[src/rtl/tas_seq.sv]
module tas_seq #(
  parameter int HOLD_CYC = 9,
  parameter int WR_CYC   = 3
) (
  input  logic        clk,
  input  logic        rst_n,
  input  logic        start,
  input  logic [15:0] opcode,
  input  logic [31:0] pc_in,
  output logic [2:0]  reg_sel,
  input  logic [31:0] d_rd,
  input  logic [31:0] a_rd,
  output logic [3:0]  idx_sel,
  input  logic [31:0] idx_rd,
  output logic        d_we,
  output logic [31:0] d_wd,
  output logic        a_we,
  output logic [31:0] a_wd,
  output logic [3:0]  flags,
  output logic [31:0] next_pc,
  output logic        busy,
  output logic        done,
  output logic        illegal,
  input  logic        ext_req,
  output logic        ext_gnt,
  output logic [31:0] bus_addr,
  output logic        bus_as,
  output logic        bus_rw,
  output logic        bus_uds,
  output logic        bus_lds,
  output logic [15:0] bus_dout,
  input  logic [15:0] bus_din,
  input  logic        bus_dtack
);
  localparam int CW = $clog2(HOLD_CYC + WR_CYC + 1);

  typedef enum logic [3:0] {
    S_IDLE, S_EXT, S_ADDR, S_PRE, S_LRD, S_HOLD, S_LWR, S_GAP, S_PF, S_DONE
  } st_t;

  st_t         st;
  logic [5:0]  op_q;
  logic [31:0] pc_q, base_q, ea_q;
  logic [15:0] ext_q, ext_hi;
  logic [1:0]  ext_left;
  logic [7:0]  rd_q;
  logic [CW-1:0] cnt;
  logic [31:0] ea_calc, idx_val;

  wire [2:0] m_in = opcode[5:3];
  wire [2:0] r_in = opcode[2:0];
  wire hit     = (opcode & 16'hFFC0) == 16'h4AC0;
  wire mode_ok = (m_in == 3'd0) || (m_in >= 3'd2 && m_in <= 3'd6) ||
                 (m_in == 3'd7 && r_in <= 3'd1);
  wire [2:0] m_q = op_q[5:3];
  wire [7:0] rd_byte = ea_q[0] ? bus_din[7:0] : bus_din[15:8];
  wire [7:0] wb_byte = rd_q | 8'h80;

  wire is_word = (st == S_EXT) || (st == S_PF);
  wire is_byte = (st == S_LRD) || (st == S_LWR);
  wire is_wr   = (st == S_HOLD) || (st == S_LWR);

  assign reg_sel  = (st == S_IDLE) ? r_in : op_q[2:0];
  assign idx_sel  = ext_q[15:12];
  assign busy     = st != S_IDLE;
  assign done     = st == S_DONE;
  assign ext_gnt  = ext_req && (st == S_IDLE) && !start;
  assign next_pc  = pc_q;
  assign bus_as   = is_word || is_byte || (st == S_HOLD);
  assign bus_rw   = !is_wr;
  assign bus_uds  = is_word || (is_byte && !ea_q[0]);
  assign bus_lds  = is_word || (is_byte && ea_q[0]);
  assign bus_addr = is_word ? pc_q : ea_q;
  assign bus_dout = is_wr ? {wb_byte, wb_byte} : 16'h0000;

  assign idx_val = ext_q[11] ? idx_rd : {{16{idx_rd[15]}}, idx_rd[15:0]};

  always_comb begin
    case (m_q)
      3'd5:    ea_calc = base_q + {{16{ext_q[15]}}, ext_q};
      3'd6:    ea_calc = base_q + {{24{ext_q[7]}}, ext_q[7:0]} + idx_val;
      default: ea_calc = op_q[0] ? {ext_hi, ext_q} : {{16{ext_q[15]}}, ext_q};
    endcase
  end

  always_ff @(posedge clk) begin
    if (!rst_n) begin
      st       <= S_IDLE;
      op_q     <= '0;
      pc_q     <= '0;
      base_q   <= '0;
      ea_q     <= '0;
      ext_q    <= '0;
      ext_hi   <= '0;
      ext_left <= '0;
      rd_q     <= '0;
      cnt      <= '0;
      flags    <= '0;
      d_we     <= 1'b0;
      d_wd     <= '0;
      a_we     <= 1'b0;
      a_wd     <= '0;
      illegal  <= 1'b0;
    end else begin
      d_we    <= 1'b0;
      a_we    <= 1'b0;
      illegal <= 1'b0;
      case (st)
        S_IDLE: if (start) begin
          if (!(hit && mode_ok)) begin
            illegal <= 1'b1;
          end else begin
            op_q   <= opcode[5:0];
            pc_q   <= pc_in;
            base_q <= a_rd;
            case (m_in)
              3'd0: begin
                flags <= {d_rd[7], d_rd[7:0] == 8'h00, 2'b00};
                d_wd  <= {d_rd[31:8], d_rd[7:0] | 8'h80};
                d_we  <= 1'b1;
                st    <= S_PF;
              end
              3'd2, 3'd3: begin
                ea_q <= a_rd;
                st   <= S_LRD;
              end
              3'd4: begin
                ea_q <= a_rd - 32'd1;
                a_wd <= a_rd - 32'd1;
                a_we <= 1'b1;
                st   <= S_PRE;
              end
              default: begin
                ext_left <= (m_in == 3'd7 && r_in == 3'd1) ? 2'd2 : 2'd1;
                st       <= S_EXT;
              end
            endcase
          end
        end
        S_EXT: if (bus_dtack) begin
          ext_hi   <= ext_q;
          ext_q    <= bus_din;
          pc_q     <= pc_q + 32'd2;
          ext_left <= ext_left - 2'd1;
          if (ext_left == 2'd1) st <= S_ADDR;
        end
        S_ADDR: begin
          ea_q <= ea_calc;
          st   <= S_LRD;
        end
        S_PRE: st <= S_LRD;
        S_LRD: if (bus_dtack) begin
          rd_q  <= rd_byte;
          flags <= {rd_byte[7], rd_byte == 8'h00, 2'b00};
          cnt   <= '0;
          st    <= S_HOLD;
        end
        S_HOLD: begin
          if (cnt == CW'(HOLD_CYC - 1)) begin
            cnt <= '0;
            st  <= S_LWR;
          end else begin
            cnt <= cnt + 1'b1;
          end
        end
        S_LWR: begin
          if (cnt == CW'(WR_CYC - 1)) begin
            cnt <= '0;
            st  <= S_GAP;
          end else begin
            cnt <= cnt + 1'b1;
          end
        end
        S_GAP: begin
          if (m_q == 3'd3) begin
            a_wd <= base_q + 32'd1;
            a_we <= 1'b1;
          end
          st <= S_PF;
        end
        S_PF: if (bus_dtack) begin
          pc_q <= pc_q + 32'd2;
          st   <= S_DONE;
        end
        S_DONE: st <= S_IDLE;
        default: st <= S_IDLE;
      endcase
    end
  end
endmodule

[config.mk]
export PLATFORM = sky130hd
export DESIGN_NAME = tas_seq
export DESIGN_NICKNAME = d
export VERILOG_FILES = /design/src/rtl/tas_seq.sv
export SDC_FILE = /design/constraint.sdc
export NUM_CORES = 1
export LEC_CHECK = 0
export BUFFER_PORTS_ARGS = -buffer_cell sky130_fd_sc_hd__buf_2
export CAP_MARGIN = 15
export CORE_MARGIN = 2
export CORE_UTILIZATION = 50
export CTS_BUF_LIST = sky130_fd_sc_hd__clkbuf_8
export CTS_CLUSTER_SIZE = 30
export DETAILED_ROUTE_END_ITERATION = 12
export GPL_TIMING_DRIVEN = 0
export PLACE_DENSITY_LB_ADDON = 0.3
export REMOVE_ABC_BUFFERS = 1
export SYNTH_ARGS = -nofsm -noshare
export SYNTH_HDL_FRONTEND = slang
export SYNTH_SLANG_ARGS = --single-unit
[constraint.sdc]
create_clock -name clk -period 4.75 [get_ports clk]
set_input_delay 0.7125 -clock clk [delete_from_list [all_inputs] [get_ports clk]]
set_output_delay 0.7125 -clock clk [all_outputs]
set_load 0.005 [all_outputs]
==> impl_metrics.py, run 1 <==
metrics = {
    "floorplanning": {
        "fp.dieH_um": 185,
        "dieArea_um2": 34100,
        "io_pins": 330,
        "core_area_um2": 32300,
        "start_util": 0.505,
        "die_w_um": 185,
        "rows": 66,
    },
    "synthesis": {
        "synth.area.mux_share": 0.0313,
        "synth-simple-area-share": 0.258,
        "synth_largest_area_cell": "dfxtp_1",
        "synth_top_family_by_area": "simple AND/OR/NAND/NOR gates",
        "synth-edff-count": 0,
        "synth_seq_cells": 220,
        "synthAdderAreaFrac": 0.0927,
        "synth_xor_area_frac": 0.0747,
        "ys_types": 78,
        "synth_compound_area_frac": 0.224,
        "netlist_top_cells_area": "dfxtp_1 (27%), nand2_1 (11%), a21oi_1 (7.6%)",
        "synthTopCellsByCount": "nand2_1 (471), a21oi_1 (249), dfxtp_1 (220), nor2_1 (201), clkbuf_1 (136)",
        "synth_flop_cell": "dfxtp_1",
        "synth_top_cell_area_share": 0.270,
        "synthCells": 2256,
        "synth_most_common_cell": "nand2_1",
        "ys_warn_count": 0,
        "syn_area_um2": 16300,
        "syn_area_per_cell_um2": 7.23,
        "synth-seq-area-share": 0.270,
        "async_reset_ff_frac": 0,
    },
    "clocking": {
        "clockBufferDepth": 3,
        "insertion_delay_ns": 0.57,
        "clkSinkCount": 220,
        "cts_tree": "built",
        "root_buffer": "clkbuf_8",
        "cts_buffers": 41,
        "clk_pin_slew_ns": 0.06,
        "cts_max_level": 2,
    },
    "layout": {
        "syn2layout_area_growth_pct": 16.2,
        "fin_nets": 2742,
        "fillers": 3096,
        "drive_gt1_frac": 0.170,
        "seqCellArea_um2": 4410,
        "multiInputGateArea_um2": 11100,
        "final_util": 0.587,
        "design_area_um2": 18900,
    },
    "placement": {
        "numPortBuffers": 327,
        "dpl_cell_area_um2": 18100,
        "dp_hpwl_mm": 41.2,
        "place.gp.congestion": 0.973,
    },
    "drt": {
        "wirelength_mm": 53.9,
        "dr.pass1.iters": 6,
        "ant_nets": 0,
        "vias_per_cell": 5.89,
        "wl_per_cell_um": 18.3,
        "vias": 17347,
        "drt_iter0_markers": 1382,
        "route.detailed.drc": 0,
    },
    "sta": {
        "hold_violations": 0,
        "finalSetupViolCount": 0,
        "rsz0062_at_grt": "no",
        "clock.fmax_ghz": 0.226,
        "fin_crit_ns": 4.43,
        "worstMarginPinSlew_ns": 1.17,
        "fin_crit_sh": 0.932,
        "fin_skew_ns": 0.0227,
        "slew_viol_final": 0,
        "slew_headroom": 0.216,
    },
    "pwr": {
        "vdd_ir_drop_max_mv": 0.200,
        "pwr_density_cell_nw_per_um2": 274,
        "p_leak_nw": 8.40,
        "p_total_mw": 5.19,
    },
    "critical_path": {
        "path_class": "flop to flop",
        "regToRegStartpoint": "ext_q[11]",
        "cp.required_ns": 5.18,
        "worst-path-max-fanout": 21,
        "crit_path_start_kind": "flop",
        "critPathLaunch": "ext_q[11]",
        "cp_data_arrival_time_ns": 4.86,
        "endpoint_kind": "flop",
    },
    "global_routing": {
        "grt_pass1_vias": 15964,
        "overflow": 0,
        "grt_max_degree": 105,
        "grt_pass1_wl_mm": 84.3,
        "grt_antenna_before_repair": 5,
        "grt_usage": 0.307,
    },
    "job": {
        "cap_violations": 0,
    },
    "worst_hold_path": {
        "hp-class": "primary input to flop",
        "min_from": "d_rd[15]",
    },
    "outcome": {
        "outcome": "completed",
    },
}
-- layout make-up --
class | instances | area share
antenna | 3 | 0.000396
multi-input combinational | 1840 | 0.588
sequential | 220 | 0.233
clock inverter | 19 | 0.00436
inverter | 30 | 0.00621
clock buffer | 49 | 0.0356
tap | 442 | 0.0292
timing repair buffer | 343 | 0.104
-- placed cells by master (no fill, tap or decap), types with 6 or more instances in the layout --
master    instances
dfxtp_1         218
nor2_1          199
buf_2           327
o21bai_1         15
ha_1             68
inv_1            41
nor3b_1           6
a211oi_1         33
buf_16            6
mux2i_1          51
o221ai_1         11
xnor2_1          83
nor2b_1          12
buf_8             7
and3_1           24
a21o_1           20
or2_2             6
xor2_1           56
o21ai_0         111
nand2b_1          7
o21a_1            8
nand4_1          22
nand2_1         470
or3_1            12
nor4_1           14
clkbuf_8         49
fa_1             33
nor3_1           49
o211ai_1         35
a221oi_1         13
o31ai_1          16
a21oi_1         249
a22oi_1          11
a31oi_1          20
nand3_1          80
and2_1           19
-- critical path, cell delays in order, from the launching register on --
cell       delay, ns
dfxtp_2         0.59
nand2b_1        0.53
nand2_1         0.14
fa_1            0.48
ha_1            0.41
nand2_1         0.14
a2111oi_0       0.62
o21ai_0         0.42
mux2i_1         0.26
o2111ai_1       0.17
a21oi_1         0.40
o31ai_1         0.13
-- worst paths after layout --
| check | to | slack [ns] | cells after the start |
|---|---|---|---|
| max | ea_q[26] | 0.32 | 11 |
| min | d_wd[15] | 0.39 | 3 |
| max reg2reg | ea_q[26] | 0.32 | 11 |
| min reg2reg | a_wd[28] | 0.45 | 2 |
-- repair_timing --
action / in CTS / in global routing
gates resized for setup: 0 / 1
setup endpoints to repair: 0 / 4
hold buffers: 0 / 0
buffers inserted: 0 / 0
-- logic make-up after synthesis --
family / after synthesis
fa+ha+maj: 101
simple gates: 951
flops: 220
xor+xnor: 139
compound gates: 596
mux: 51
other cells: 1
buf+inv: 197
-- sequential cells by signal, summed over array words and instances (netlist names), 6 cells and up --
name / flops
ext_q: 16
d_wd: 32
ea_q: 32
ext_hi: 16
op_q: 6
next_pc: 32
rd_q: 7
base_q: 32
a_wd: 32
-- per-layer routing --
metal,vias to the layer above,global-route usage,share of wire
met4,4,0.0874,0.023
met3,93,0.0587,0.10
met1,8070,0.418,0.43
li1,8370,-,-
met5,-,0,0.00050
met2,810,0.496,0.45
-- metrics by stage --
| step | worst slack [ns] | hold WS, ns | TNS (ns) | std cells |
|---|---|---|---|---|
| floorplan | 0.572 | 0.434 | 0 | 2090 |
| global placement | -1.91 | 0.436 | -255.41 | 2859 |
| detailed placement | 0.113 | 0.442 | 0 | 2872 |
| CTS | 0.0891 | 0.359 | 0 | 2940 |
| global route | 0.0115 | 0.383 | 0 | 2944 |
| finish | 0.322 | 0.386 | 0 | 2946 |
-- power breakdown --
| group | internal [mW] | leakage [nW] | switching [mW] |
|---|---|---|---|
| clock network | 0.928 | 0.446 | 0.824 |
| logic | 0.518 | 6.18 | 0.814 |
| registers | 1.96 | 1.77 | 0.148 |
| total | 3.41 | 8.40 | 1.79 |
(Power assumes the default switching activity.)
==> run 2, diff against run 1 <==
--- a/config.mk
+++ b/config.mk
@@ -7,7 +7,7 @@
 export LEC_CHECK = 0
 export BUFFER_PORTS_ARGS = -buffer_cell sky130_fd_sc_hd__buf_2
 export CAP_MARGIN = 15
-export CORE_MARGIN = 2
+export CORE_MARGIN = 10
 export CORE_UTILIZATION = 50
 export CTS_BUF_LIST = sky130_fd_sc_hd__clkbuf_8
 export CTS_CLUSTER_SIZE = 30
==> run 2 against run 1 <==
  * Sequential cell count is the same
  * First-iteration DRC count is 11% higher
  * Cell area increased by 0.52%
  * Die area increased by 18%
  * Register-to-register slack worse by 0.08 ns
  * Setup slack lost 0.076 ns
  * Count of clock-buffer cells in the layout is 1 higher
  * Critical endpoint unchanged
  * Highest routed layer unchanged
==> impl_metrics.py, run 2 (synthesis gave the netlist of run 1 again) <==
metrics = {
    "outcome": {
        "outcome": "completed",
    },
    "sta": {
        "worstMarginPinSlew_ns": 1.18,
        "slew_headroom": 0.210,
        "fin_hold_ws_ns": 0.358,
        "setup_tns_ns": 0,
        "hold_violations": 0,
        "fin_crit_ns": 4.50,
        "finalSetupViolCount": 0,
        "slew_viol_final": 0,
        "fin_skew_ns": 0.0435,
        "fin_ws_ns": 0.246,
        "rsz0062_at_grt": "no",
        "fin_crit_sh": 0.948,
        "clock.fmax_ghz": 0.222,
    },
    "critical_path": {
        "crit_path_start_kind": "flop",
        "endpoint_kind": "flop",
        "r2r_end": "ea_q[26]",
        "worst-path-max-fanout": 21,
        "r2r_cells": 11,
        "regToRegStartpoint": "ext_q[11]",
        "reg2reg_setup_slack_ns": 0.25,
        "cp_data_arrival_time_ns": 4.93,
        "path_class": "flop to flop",
        "cp.required_ns": 5.18,
    },
    "clocking": {
        "clockBufferDepth": 3,
        "cts_max_level": 2,
        "clk_pin_slew_ns": 0.06,
        "insertion_delay_ns": 0.59,
        "root_buffer": "clkbuf_8",
        "clkSinkCount": 220,
        "ctsHoldBuffers": 0,
        "cts_buffers": 40,
        "cts_tree": "built",
    },
    "drt": {
        "vias_per_cell": 5.88,
        "route.detailed.drc": 0,
        "ant_nets": 0,
        "wl_per_cell_um": 19.4,
        "dr.pass1.iters": 6,
        "vias": 17357,
        "drt_iter0_markers": 1530,
        "wirelength_mm": 57.4,
    },
    "global_routing": {
        "grt_pass1_vias": 16286,
        "met1_usage": 0.357,
        "grt_use_met2": 0.425,
        "grt_pass1_wl_mm": 89.7,
        "busiest_layer": "met2",
        "grt_max_degree": 106,
        "met3_usage": 0.0687,
        "overflow": 0,
        "grt_antenna_before_repair": 8,
        "grt_usage": 0.269,
    },
    "floorplanning": {
        "io_pins": 330,
        "fp.dieH_um": 201,
        "die_w_um": 201,
        "core_area_um2": 32400,
        "dieArea_um2": 40200,
        "start_util": 0.504,
        "rows": 66,
    },
    "layout": {
        "design_area_um2": 19000,
        "fillers": 3109,
        "fin_nets": 2741,
        "drive_gt1_frac": 0.172,
        "final_common_cell": "nand2_1",
        "seqCellArea_um2": 4410,
        "syn2layout_area_growth_pct": 16.8,
        "final_cell_mix": "nand2_1 (470), buf_2 (327), a21oi_1 (249), dfxtp_1 (218), nor2_1 (199)",
        "multiInputGateArea_um2": 11100,
    },
    "placement": {
        "place.gp.congestion": 0.957,
        "dp_hpwl_mm": 44.0,
        "place_worst_setup_slack_ns": 0.0491,
        "dpl_cell_area_um2": 18100,
        "numPortBuffers": 327,
    },
    "pwr": {
        "vdd_ir_drop_max_mv": 0.194,
        "p_leak_nw": 8.44,
        "p_total_mw": 5.42,
        "pwr_density_cell_nw_per_um2": 285,
    },
    "job": {
        "cap_violations": 0,
    },
    "worst_hold_path": {
        "min_from": "d_rd[17]",
        "min_path_cells": 3,
        "holdPathEnd": "d_wd[17]",
        "hp-class": "primary input to flop",
    },
}
## run 2: final cells by class
| type | instances | share of cell area |
|---|---|---|
| antenna | 7 | 0.000920 |
| tap | 442 | 0.0291 |
| timing repair buffer | 343 | 0.102 |
| inverter | 30 | 0.00618 |
| sequential | 220 | 0.231 |
| clock buffer | 50 | 0.0361 |
| clock inverter | 20 | 0.00960 |
| multi-input combinational | 1840 | 0.585 |
## run 2: metrics by stage
step                      std cells   util
final                          2952  0.588
after global routing           2948  0.588
after CTS                      2942  0.585
after detailed placement       2872  0.558
after global placement         2859  0.550
after floorplan                2090      -
## run 2: critical path, stage by stage, from the launching register on
cell and delay, ns:
dfxtp_2 0.58, nand2b_1 0.52, nand2_1 0.14, fa_1 0.45, ha_1 0.39, nand2_1 0.14, a2111oi_0 0.75, o21ai_0 0.48
mux2i_1 0.27, o2111ai_1 0.15, a21oi_1 0.35, o31ai_1 0.13
## run 2: repair_timing
action | in CTS | in global routing
gates resized for setup | 0 | 2
endpoints found under the setup margin | 0 | 4
setup buffers | 0 | 0
## run 2: layer usage
metal / vias up / share of wire
li1: 8373 / -
met2: 772 / 0.44
met1: 8122 / 0.44
met5: - / 0.00056
met4: 4 / 0.020
met3: 86 / 0.098
## run 2: how the worst max path moves through the flow
stage / startpoint / endpoint / slack [ns] / cells past startpoint
3_5_place_dp: ext_q[11] / ea_q[22] / 0.05 / 10
3_3_place_gp: rst_n / ea_q[9] / -1.91 / 3
6_report: ext_q[11] / ea_q[26] / 0.25 / 11
5_1_grt: ext_q[11] / ea_q[26] / 0.02 / 12
4_1_cts: ext_q[11] / ea_q[22] / 0.001 / 10
2_1_floorplan: rst_n / ea_q[9] / 0.57 / 2
## run 2: power breakdown
group | total (mW) | switching, mW | internal, mW
Combinational | 1.33 | 0.824 | 0.510
Clock | 1.97 | 0.849 | 1.12
Sequential | 2.11 | 0.149 | 1.96
Total | 5.42 | 1.82 | 3.59
==> run 3, diff against run 2 <==
--- a/config.mk
+++ b/config.mk
@@ -12,8 +12,8 @@
 export CTS_BUF_LIST = sky130_fd_sc_hd__clkbuf_8
 export CTS_CLUSTER_SIZE = 30
 export DETAILED_ROUTE_END_ITERATION = 12
-export GPL_TIMING_DRIVEN = 0
-export PLACE_DENSITY_LB_ADDON = 0.3
+export PLACE_DENSITY = 0.74
+export RECOVER_POWER = 50
 export REMOVE_ABC_BUFFERS = 1
 export SYNTH_ARGS = -nofsm -noshare
 export SYNTH_HDL_FRONTEND = slang
==> run 3 against run 2 <==
  * Die area is the same
  * Critical endpoint is now bus_addr[24]
  * Count of clock-buffer cells in the layout unchanged
  * The flow now finishes with violations (max-capacitance violations, max-slew violations)
  * First-iteration DRC count grew 14%
  * Utilization shrank 0.65 points
  * Combinational power about the same
  * Highest routed layer unchanged
  * Sequential power is essentially flat
  * Setup slack improved by 0.60 ns
  * Via count increased by 0.18%
  * Sequential share of layout area increased by 0.25 points
  * Routed wire length increased by 0.21%
  * Global-route usage up 0.18 points
  * Final cell count grew 0.27%
==> impl_metrics.py, run 3 (synthesis gave the netlist of run 1 again) <==
metrics = {
    "placement": {
        "numPortBuffers": 327,
        "place.gp.congestion": 0.998,
        "dp.cells": 2884,
        "place_worst_setup_slack_ns": 0.616,
        "dp_hpwl_mm": 44.5,
        "dpl_cell_area_um2": 18000,
    },
    "clocking": {
        "clkSinkCount": 220,
        "cts_tree": "built",
        "clk_pin_slew_ns": 0.06,
        "ctsHoldBuffers": 0,
        "insertion_delay_ns": 0.57,
        "clockBufferDepth": 3,
        "root_buffer": "clkbuf_8",
        "cts_buffers": 41,
        "cts_resized": 0,
        "cts_max_level": 2,
        "cts_setup_buffers": 0,
    },
    "worst_hold_path": {
        "hp-class": "primary input to flop",
    },
    "pwr": {
        "vdd_ir_drop_max_mv": 0.200,
        "p_total_mw": 5.55,
        "pwr_density_cell_nw_per_um2": 295,
        "p_leak_nw": 7.98,
    },
    "sta": {
        "fin_ws_ns": 0.851,
        "worstMarginPinSlew_ns": 1.72,
        "slew_viol_final": 33,
        "rsz0062_at_grt": "no",
        "fin_skew_ns": 0.0326,
        "hold_violations": 0,
        "slew_headroom": -0.147,
        "fin_crit_sh": 0.821,
        "setup_tns_ns": 0,
        "clock.fmax_ghz": 0.256,
        "finalSetupViolCount": 0,
        "fin_crit_ns": 3.90,
    },
    "layout": {
        "fin_nets": 2752,
        "fillers": 3187,
        "stdcell_count": 2960,
        "design_area_um2": 18800,
        "final_common_cell": "nand2_1",
        "multiInputGateArea_um2": 11100,
        "seqCellArea_um2": 4410,
        "syn2layout_area_growth_pct": 15.5,
        "drive_gt1_frac": 0.135,
        "final_cell_mix": "nand2_1 (470), a21oi_1 (249), buf_2 (228), dfxtp_1 (219), nor2_1 (200)",
    },
    "drt": {
        "vias": 17388,
        "drt_iter0_markers": 1747,
        "route.detailed.drc": 0,
        "wirelength_mm": 57.5,
        "wl_per_cell_um": 19.4,
        "dr.pass1.iters": 5,
        "ant_nets": 0,
        "vias_per_cell": 5.87,
    },
    "critical_path": {
        "cpMostUsedCell": "nand2_1",
        "cp.required_ns": 4.04,
        "slowest_stage": "and2_2",
        "cp_num_buf_inv": 1,
        "path_class": "flop to primary output",
        "cp_top_family": "simple AND/OR/NAND/NOR gates",
        "slowest_delay_ns": 1.02,
        "cp_data_arrival_time_ns": 3.19,
        "crit_path_start_kind": "flop",
        "worst-path-max-fanout": 58,
        "endpoint_kind": "primary output",
        "crit_chain": "nor2_1, and2_2, nand2_1, nand2_1, buf_2",
    },
    "floorplanning": {
        "start_util": 0.504,
        "fp.dieH_um": 201,
        "core_area_um2": 32400,
        "dieArea_um2": 40200,
        "rows": 66,
        "io_pins": 330,
        "die_w_um": 201,
    },
    "outcome": {
        "outcome": "finished, violations left",
        "violations": "max-capacitance violations, max-slew violations",
    },
    "global_routing": {
        "grt_pass1_vias": 16759,
        "grt_antenna_before_repair": 5,
        "grt_pass1_wl_mm": 91.1,
        "grt_usage": 0.271,
        "overflow": 0,
        "grt_max_degree": 136,
    },
    "job": {
        "cap_violations": 1,
    },
}
==> run 3: cell types whose count changed in the layout (fill, tap and decap cells not counted), moves of 2 or more <==
cell       before  now
buf_12          3    0
buf_16          4    0
buf_2         327  228
buf_4           1   22
buf_8           8    1
bufinv_16       3    5
clkbuf_1        0  100
inv_1          39   35
==> run 3: worst paths after layout <==
| check | end | cells after the start | slack (ns) | start |
|---|---|---|---|---|
| max | bus_addr[24] | 5 | 0.85 | st[1] |
| min | d_wd[17] | 3 | 0.38 | d_rd[17] |
| max reg2reg | ea_q[30] | 11 | 0.92 | base_q[3] |
| min reg2reg | d_wd[17] | 2 | 0.45 | d_wd[17] |
==> run 3: worst reg2reg max path, delay by kind of cell (launching register included) <==
kind	cells	cell delay, ns
and+or+nand+nor	2	0.36
adders and majority gates	2	0.88
DFF	1	0.54
AOI/OAI and AO/OA	7	1.98
==> run 3: routing by layer <==
layer | up-vias | part of all wire | GRT usage
met5 | - | 0.00023 | 0
li1 | 8389 | - | -
met2 | 776 | 0.44 | 0.427
met3 | 101 | 0.092 | 0.0654
met1 | 8120 | 0.44 | 0.359
met4 | 2 | 0.026 | 0.0836
==> run 3: layout make-up <==
type | count | area share
repair buffers | 353 | 0.0906
clock buffers | 50 | 0.0365
diodes | 6 | 0.000797
clock inverters | 19 | 0.0124
well taps | 442 | 0.0294
multi-input cells | 1840 | 0.590
inverters | 30 | 0.00625
flip-flops and latches | 220 | 0.234
==> run 3: through the flow <==
| step | util | hold WS (ns) |
|---|---|---|
| floorplan | - | 0.434 |
| global placement | 0.557 | 0.439 |
| detailed placement | 0.557 | 0.443 |
| CTS | 0.585 | 0.356 |
| global route | 0.581 | 0.359 |
| finish | 0.582 | 0.384 |
==> run 3: where the power goes <==
group | switching, mW | internal [mW]
combinational | 0.836 | 0.486
clock | 0.882 | 1.23
sequential | 0.151 | 1.96
total | 1.87 | 3.68
